--- config.mk ---
export PLATFORM = sky130hd
export DESIGN_NAME = ratio_scaler
export DESIGN_NICKNAME = d
export VERILOG_FILES = /design/src/rtl/ratio_scaler_pkg.sv /design/src/rtl/ratio_scaler_ctl.sv /design/src/rtl/ratio_scaler_dp.sv /design/src/rtl/ratio_scaler.sv
export SDC_FILE = /design/constraint.sdc
export NUM_CORES = 1
export LEC_CHECK = 0
export ABC_AREA = 1
export BUFFER_PORTS_ARGS = -buffer_cell sky130_fd_sc_hd__buf_2
export CAP_MARGIN = 20
export CORE_UTILIZATION = 60
export CTS_CLUSTER_SIZE = 20
export DETAILED_ROUTE_END_ITERATION = 6
export PLACE_DENSITY = 0.75
export SETUP_SLACK_MARGIN = 0.3
export SLEW_MARGIN = 25
export SYNTH_ARGS = -nofsm -noshare
export SYNTH_HDL_FRONTEND = slang
export SYNTH_SLANG_ARGS = --single-unit
--- constraint.sdc ---
create_clock -name clk -period 12.4 [get_ports clk]
set_input_delay 2.48 -clock clk [delete_from_list [all_inputs] [get_ports clk]]
set_output_delay 2.48 -clock clk [all_outputs]
set_load 0.02 [all_outputs]
--- src/rtl/ratio_scaler_pkg.sv ---
package ratio_scaler_pkg;

  localparam int NUM_PREC = 8;

  // multiplier constant for each precision index
  function automatic int precMult(input int idx);
    case (idx)
      0: return 59;
      1: return 119;
      2: return 237;
      3: return 475;
      4: return 1899;
      5: return 3799;
      6: return 7597;
      default: return 15195;
    endcase
  endfunction

  // power-of-two exponent for each precision index
  function automatic int precShift(input int idx);
    case (idx)
      0: return 4;
      1: return 5;
      2: return 6;
      3: return 7;
      4: return 9;
      5: return 10;
      6: return 11;
      default: return 12;
    endcase
  endfunction

  // lower the index until the shift is no finer than the output resolves
  function automatic int clampPrec(input int prec, input int outW);
    int idx;
    idx = prec;
    if (idx > NUM_PREC - 1) idx = NUM_PREC - 1;
    if (idx < 0) idx = 0;
    while (idx > 0 && precShift(idx) > outW - 1) idx = idx - 1;
    return idx;
  endfunction

  typedef struct packed {
    logic capture;  // load the datapath result register
  } scaleCtrl_t;

endpackage

--- src/rtl/ratio_scaler_ctl.sv ---
module ratio_scaler_ctl
  import ratio_scaler_pkg::*;
(
  input  logic       clk,
  input  logic       rstN,
  input  logic       inValid,
  output scaleCtrl_t ctrl,
  output logic       outValid
);

  always_comb begin
    ctrl.capture = inValid;
  end

  always_ff @(posedge clk) begin
    if (!rstN) outValid <= 1'b0;
    else       outValid <= inValid;
  end

endmodule

--- src/rtl/ratio_scaler_dp.sv ---
module ratio_scaler_dp
  import ratio_scaler_pkg::*;
#(
  parameter int IN_W  = 9,
  parameter int OUT_W = 16,
  parameter int MULT  = 15195,
  parameter int SHIFT = 12
) (
  input  logic                    clk,
  input  logic                    rstN,
  input  scaleCtrl_t              ctrl,
  input  logic signed [IN_W-1:0]  inSample,
  output logic signed [OUT_W-1:0] outResult
);

  localparam int MUL_W  = 17;
  localparam int PROD_W = IN_W + MUL_W;
  localparam logic signed [MUL_W-1:0] MULT_S  = MUL_W'(MULT);
  localparam logic [PROD_W-1:0]       HALF    = PROD_W'(1) << (SHIFT - 1);
  localparam logic [PROD_W-1:0]       POS_LIM = (PROD_W'(1) << (OUT_W - 1)) - PROD_W'(1);
  localparam logic [PROD_W-1:0]       NEG_LIM = PROD_W'(1) << (OUT_W - 1);
  localparam logic signed [OUT_W-1:0] OUT_MAX = {1'b0, {(OUT_W-1){1'b1}}};
  localparam logic signed [OUT_W-1:0] OUT_MIN = {1'b1, {(OUT_W-1){1'b0}}};

  logic signed [PROD_W-1:0] product;
  logic                     isNeg;
  logic [PROD_W-1:0]        magnitude;
  logic [PROD_W-1:0]        roundedMag;
  logic signed [OUT_W-1:0]  nextResult;

  always_comb begin
    product    = PROD_W'(inSample) * PROD_W'(MULT_S);
    isNeg      = product[PROD_W-1];
    magnitude  = isNeg ? PROD_W'(-product) : PROD_W'(product);
    roundedMag = (magnitude + HALF) >> SHIFT;
    if (!isNeg && roundedMag > POS_LIM)
      nextResult = OUT_MAX;
    else if (isNeg && roundedMag > NEG_LIM)
      nextResult = OUT_MIN;
    else if (isNeg)
      nextResult = -$signed(roundedMag[OUT_W-1:0]);
    else
      nextResult = $signed(roundedMag[OUT_W-1:0]);
  end

  always_ff @(posedge clk) begin
    if (!rstN)             outResult <= '0;
    else if (ctrl.capture) outResult <= nextResult;
  end

endmodule

--- src/rtl/ratio_scaler.sv ---
module ratio_scaler
  import ratio_scaler_pkg::*;
#(
  parameter int IN_W  = 9,
  parameter int OUT_W = 16,
  parameter int PREC  = 7
) (
  input  logic                    clk,
  input  logic                    rstN,
  input  logic                    inValid,
  input  logic signed [IN_W-1:0]  inSample,
  output logic                    outValid,
  output logic signed [OUT_W-1:0] outResult
);

  localparam int EFF_PREC = clampPrec(PREC, OUT_W);
  localparam int MULT     = precMult(EFF_PREC);
  localparam int SHIFT    = precShift(EFF_PREC);

  scaleCtrl_t ctrl;

  ratio_scaler_ctl uCtl (
    .clk      (clk),
    .rstN     (rstN),
    .inValid  (inValid),
    .ctrl     (ctrl),
    .outValid (outValid)
  );

  ratio_scaler_dp #(
    .IN_W  (IN_W),
    .OUT_W (OUT_W),
    .MULT  (MULT),
    .SHIFT (SHIFT)
  ) uDp (
    .clk       (clk),
    .rstN      (rstN),
    .ctrl      (ctrl),
    .inSample  (inSample),
    .outResult (outResult)
  );

endmodule

* Word level (Yosys, flattened, before mapping) *
Cells that the tools add are included.
Widths: inputs -> output; s select.

word-level totals
  bits in registers = 17
  logic and storage cells = 15

cells by class
  add/sub/neg operators = 3
  reductions and logical operators = 3
  multiplexer cells = 4
  $lt $le $gt $ge = 2
  multipliers = 1

operators with widths
  cell                    count
  $mux 16                 3
  $add 26x12->26 const B  1
  $mux 26                 1
  $neg 26->26             1
  $mul 9x15->24 const B   1
  $gt 14x16->1 const B    1
  $neg 14->16             1
  $gt 14x15->1 const B    1
  $logic_and 1x1->1       2
  $logic_not 1->1         1

* Depth between registers and ports, before layout *
  depth after elaboration = 8
  mapped depth = 40

* Cells and area by module *
A second synthesis with hierarchy kept.

unflattened totals
  cells, all modules = 731
  area, all modules = 4,844.6 sq um

by module, submodules not included
  module            instances  area an instance (sq um)  sequential area each (sq um)  cells each
  ratio_scaler_dp   1          4,809.6                   320.3                         727
  ratio_scaler_ctl  1          35.0                      20.0                          4

* Worst setup path before layout *
Ideal clock, no wire load.

  kind = input to register
  start = input inSample[1]
  end = register uDp.outResult[11]
  buffers on the path = 1
  setup slack = 4.770 ns
  stages on the path = 38
  data arrival time = 7.521 ns
  path through = inv_1 ha_1 inv_1 fa_1 inv_1 fa_1 inv_1 fa_1 inv_1 ha_1 ha_1 nand2_2 inv_2 nand2_1 nand2_1 nand2_1 nand3_2 nand2_2 [2 not listed] buf_6 nand2_1 nand2_1 nand2_2 ha_1 nand3b_1 nand2_1 inv_1 nor2_1 nand3_1 nor2_2 nand3_2 nand2_2 nand2_1 nand2_1 nand3_1 nand2_1 inv_1

on the way
  word-level cells in the longest chain between the ends = 8
  elaborated cells between the ends (all ways) = 13
  classes of those cells = add/sub: 3; mul: 1; order compare: 2; mux: 4; reduce/logical: 3

RTL lines
  item                                          RTL line                                      RTL
  from (decl)                                   ratio_scaler.sv:11                            input logic signed [IN_W-1:0] inSample,
  $mul 9x15->24 (*)                             ratio_scaler_dp.sv:32                         product = PROD_W'(inSample) * PROD_W'(MULT_S);
  $neg 26->26                                   ratio_scaler_dp.sv:34                         magnitude = isNeg ? PROD_W'(-product) : PROD_W'(product);
  $mux 26                                       ratio_scaler_dp.sv:34
  $add 26x12->26                                ratio_scaler_dp.sv:35                         roundedMag = (magnitude + HALF) >> SHIFT;
  $neg 14->16 or $gt 14x16->1 (tied branches)   ratio_scaler_dp.sv:41, ratio_scaler_dp.sv:38
  $mux 16 or $logic_and 1x1->1 (tied branches)  ratio_scaler_dp.sv:40, ratio_scaler_dp.sv:38
  $mux 16                                       ratio_scaler_dp.sv:38                         else if (isNeg && roundedMag > NEG_LIM)
  $mux 16 (*)                                   ratio_scaler_dp.sv:36                         if (!isNeg && roundedMag > POS_LIM)
  to (signal assigned)                          ratio_scaler_dp.sv:48                         else if (ctrl.capture) outResult <= nextResult;
  to (decl)                                     ratio_scaler_dp.sv:13                         output logic signed [OUT_W-1:0] outResult

Mark *: on every way between the ends. The rest lies on a longest branch, timed or not.
A chain may end at the register's enable or synchronous reset.

* Final worst setup path *
Same ends and word-level chain as after synthesis.

==> out/summary.txt <==
RUN STATUS
-------------------------------------------------------------------------------
Outcome                                                            complete, no violations

SETUP PATH
-------------------------------------------------------------------------------
Kind of cell adding the most delay to the critical path             adder cells
Critical Path Slowest Stage Cell                                           fa_1
Delay of the slowest critical-path stage                                0.55 ns
Count of buffer and inverter cells on the critical path                       9
Crit-path max FO                                                             34
Kind of launch point of the worst setup path                         input port
WP data arrival                                                         8.45 ns
Req. time, crit path                                                   12.55 ns
Critical setup path kind                                              in -> reg
CP most frequent cell                                                   nand2_1
Sort of element at the end of the critical path                       flip-flop

PLACED DESIGN
-------------------------------------------------------------------------------
Port Buffer Count                                                            28
Final weighted congestion of routability-driven global placement          0.977
Detailed-placement wirelength estimate                                10,100 um

TIMING
-------------------------------------------------------------------------------
Final total negative setup slack                                           0 ns
Minimum clock period after layout                                       8.29 ns
Final max-slew violation count                                                0
Peak Freq                                                               121 MHz
Pin slew with the least headroom to its limit                          0.353 ns
Worst slew slack as a fraction of its limit                               0.764
Final setup violating endpoints                                               0
Period utilisation layout                                                 0.669
Setup repair after global routing missed its margin                          no
Endpoints failing hold                                                        0
Post-Route Skew                                                            0 ns

GLOBAL ROUTE
-------------------------------------------------------------------------------
Global-route wire length before repair                                19,100 um
Global Route Usage Sum                                                    0.280
Number of global-route vias before repair                                 4,495
Initial antenna violation count                                               0
Overall overflow remaining after global route                                 0
Pin count of the biggest net entering global routing                         35

DETAILED ROUTING
-------------------------------------------------------------------------------
Iteration-0 DRC Markers                                                     164
DRT Pass-1 Iters                                                              4
# DRC                                                                         0
Routed WL                                                             11,300 um
Number of nets with antenna violations after routing                          0
Via total after detailed routing                                          4,557
Per-cell via count in the routed design                                    5.21
Average routed wire per standard cell                                   12.9 um

SYNTHESIS
-------------------------------------------------------------------------------
Number of flip-flops and latches in the synthesized netlist                  17
Average size of a mapped cell                                         6.48 um^2
Distinct cell type count of the synthesized netlist                          34
Most used flip-flop cell after synthesis                                dfxtp_1
Sequential cell area fraction in the yosys report                        0.0703
Number of synthesis warnings                                                  0
Syn nets                                                                    876
Top area cells in the synthesized netlist                          ha_1 19%, fa_1 18%, nand2_1 17%, inv_1 12%, dfxtp_1 7.0%
Cell types with the highest counts after synthesis                 214 x nand2_1, 161 x inv_1, 74 x ha_1
Cell with the most instances after synthesis                            nand2_1
Share of flip-flops with an asynchronous set or reset                         0
Number of standard cells after synthesis                                    747
Number of flops mapped to enable cells by yosys                               0
Netlist area before placement                                         4840 um^2
Biggest area consumer among synthesized cells                              ha_1
Share of Yosys cell area claimed by the top area cell type                0.191

CLOCK TREE
-------------------------------------------------------------------------------
CTS clock-pin slew for the worst setup and hold paths                   0.06 ns
TritonCTS buffer count                                                        3
Buffers inserted by post-CTS timing repair                                    0
# resized after CTS                                                           0
Maximum count of clock buffers along a single path                            2
Clock tree from TritonCTS                                                  done
Cell at the root of the clock tree                                     clkbuf_8
Clk_lat worst skew                                                      0.25 ns
Number of hold buffers added after CTS                                        0
Clk sinks                                                                    17
CTS H-tree lvls                                                               1

FINAL LAYOUT
-------------------------------------------------------------------------------
Final nets                                                                  903
Layout-stage area growth over the synthesis result                        5.72%
Share of post-route cells with drive strength above 1                     0.106
Diode insertion count for antenna repair                                      0

FLOORPLAN
-------------------------------------------------------------------------------
Core outline area                                                     7770 um^2
DIE HEIGHT                                                              91.8 um
Number of placed I/O pins                                                    29
Chip Width                                                              91.8 um
Initial standard-cell utilization of the core                             0.623
Die outline area                                                      8430 um^2
Placement Rows                                                               32

FLOW RUN
-------------------------------------------------------------------------------
Number of violations of the max-capacitance limit                             0

WORST HOLD PATH
-------------------------------------------------------------------------------
Worst min path class                                                 reg -> reg

==> flip-flops by register name (all words and copies together), names as in the netlist <==
register and count:
uCtl.outValid 1, uDp.outResult 16
==> routing by layer <==
layer / vias up / share of wire / global-route usage
met1: 2090 / 0.41 / 0.312
li1: 2349 / - / -
met2: 91 / 0.53 / 0.554
met3: 27 / 0.025 / 0.0182
met4: 0 / 0.034 / 0.0990
met5: - / 0 / 0
==> layout make-up <==
class	count	area, um^2
flip-flops and latches	17	340
inverters	171	642
clock buffers	4	45.0
fillers	710	2650
repair buffers	28	140
well taps	102	128
multi-input cells	553	3820
==> through the flow <==
stage	hold slack (ns)	util	setup slack, ns	instance area, um^2	cells
4_1_cts	0.468	0.659	4.09	5110	875
5_1_grt	0.508	0.659	3.70	5110	875
3_3_place_gp	0.453	0.653	4.06	5070	871
6_report	0.467	0.659	4.11	5110	875
3_5_place_dp	0.459	0.653	3.84	5070	871
2_1_floorplan	0.542	-	4.77	4840	747
==> tightest hold or removal path, stage by stage (launching register included) <==
cell	delay, ns
dfxtp_1	0.31
nand2_1	0.06
a21oi_1	0.06
==> worst paths after layout <==
path	start	endpoint	slack (ns)	depth (start not counted)
worst min register to register	uDp.outResult[12]	uDp.outResult[12]	0.47	2
worst min-delay path	uDp.outResult[12]	uDp.outResult[12]	0.47	2
worst max-delay path	inSample[1]	uDp.outResult[11]	4.11	38
worst max register to register	uDp.outResult[4]	uDp.outResult[4]	11.75	2
==> cell usage in the layout (no fill, tap or decap), drive strengths merged, types with 2 or more instances in the layout <==
| cell | n |
|---|---|
| a21oi | 26 |
| nand4 | 11 |
| nor2 | 59 |
| clkbuf | 4 |
| xor2 | 3 |
| xnor2 | 4 |
| inv | 170 |
| nor3 | 2 |
| fa | 43 |
| ha | 74 |
| nand2 | 233 |
| a31oi | 2 |
| dfxtp | 17 |
| nand3b | 4 |
| and2 | 2 |
| nand3 | 72 |
| o21ai | 13 |
| buf | 28 |
==> cell families (layout without fill, tap and decap cells) <==
| group | count (synthesis) | count (layout) | share of synthesized area |
|---|---|---|---|
| DFF | 17 | 17 | 0.0703 |
| adders and majority gates | 117 | 117 | 0.369 |
| xor gates and xnor gates | 7 | 7 | 0.0127 |
| and+or+nand+nor | 384 | 384 | 0.356 |
| AOI/OAI and AO/OA | 45 | 45 | 0.0517 |
| buffers and inverters | 177 | 203 | 0.140 |
Power is left out: the tool's default activity adds up to more than one toggle a clock period on the data nets, which glitch-free logic cannot reach.
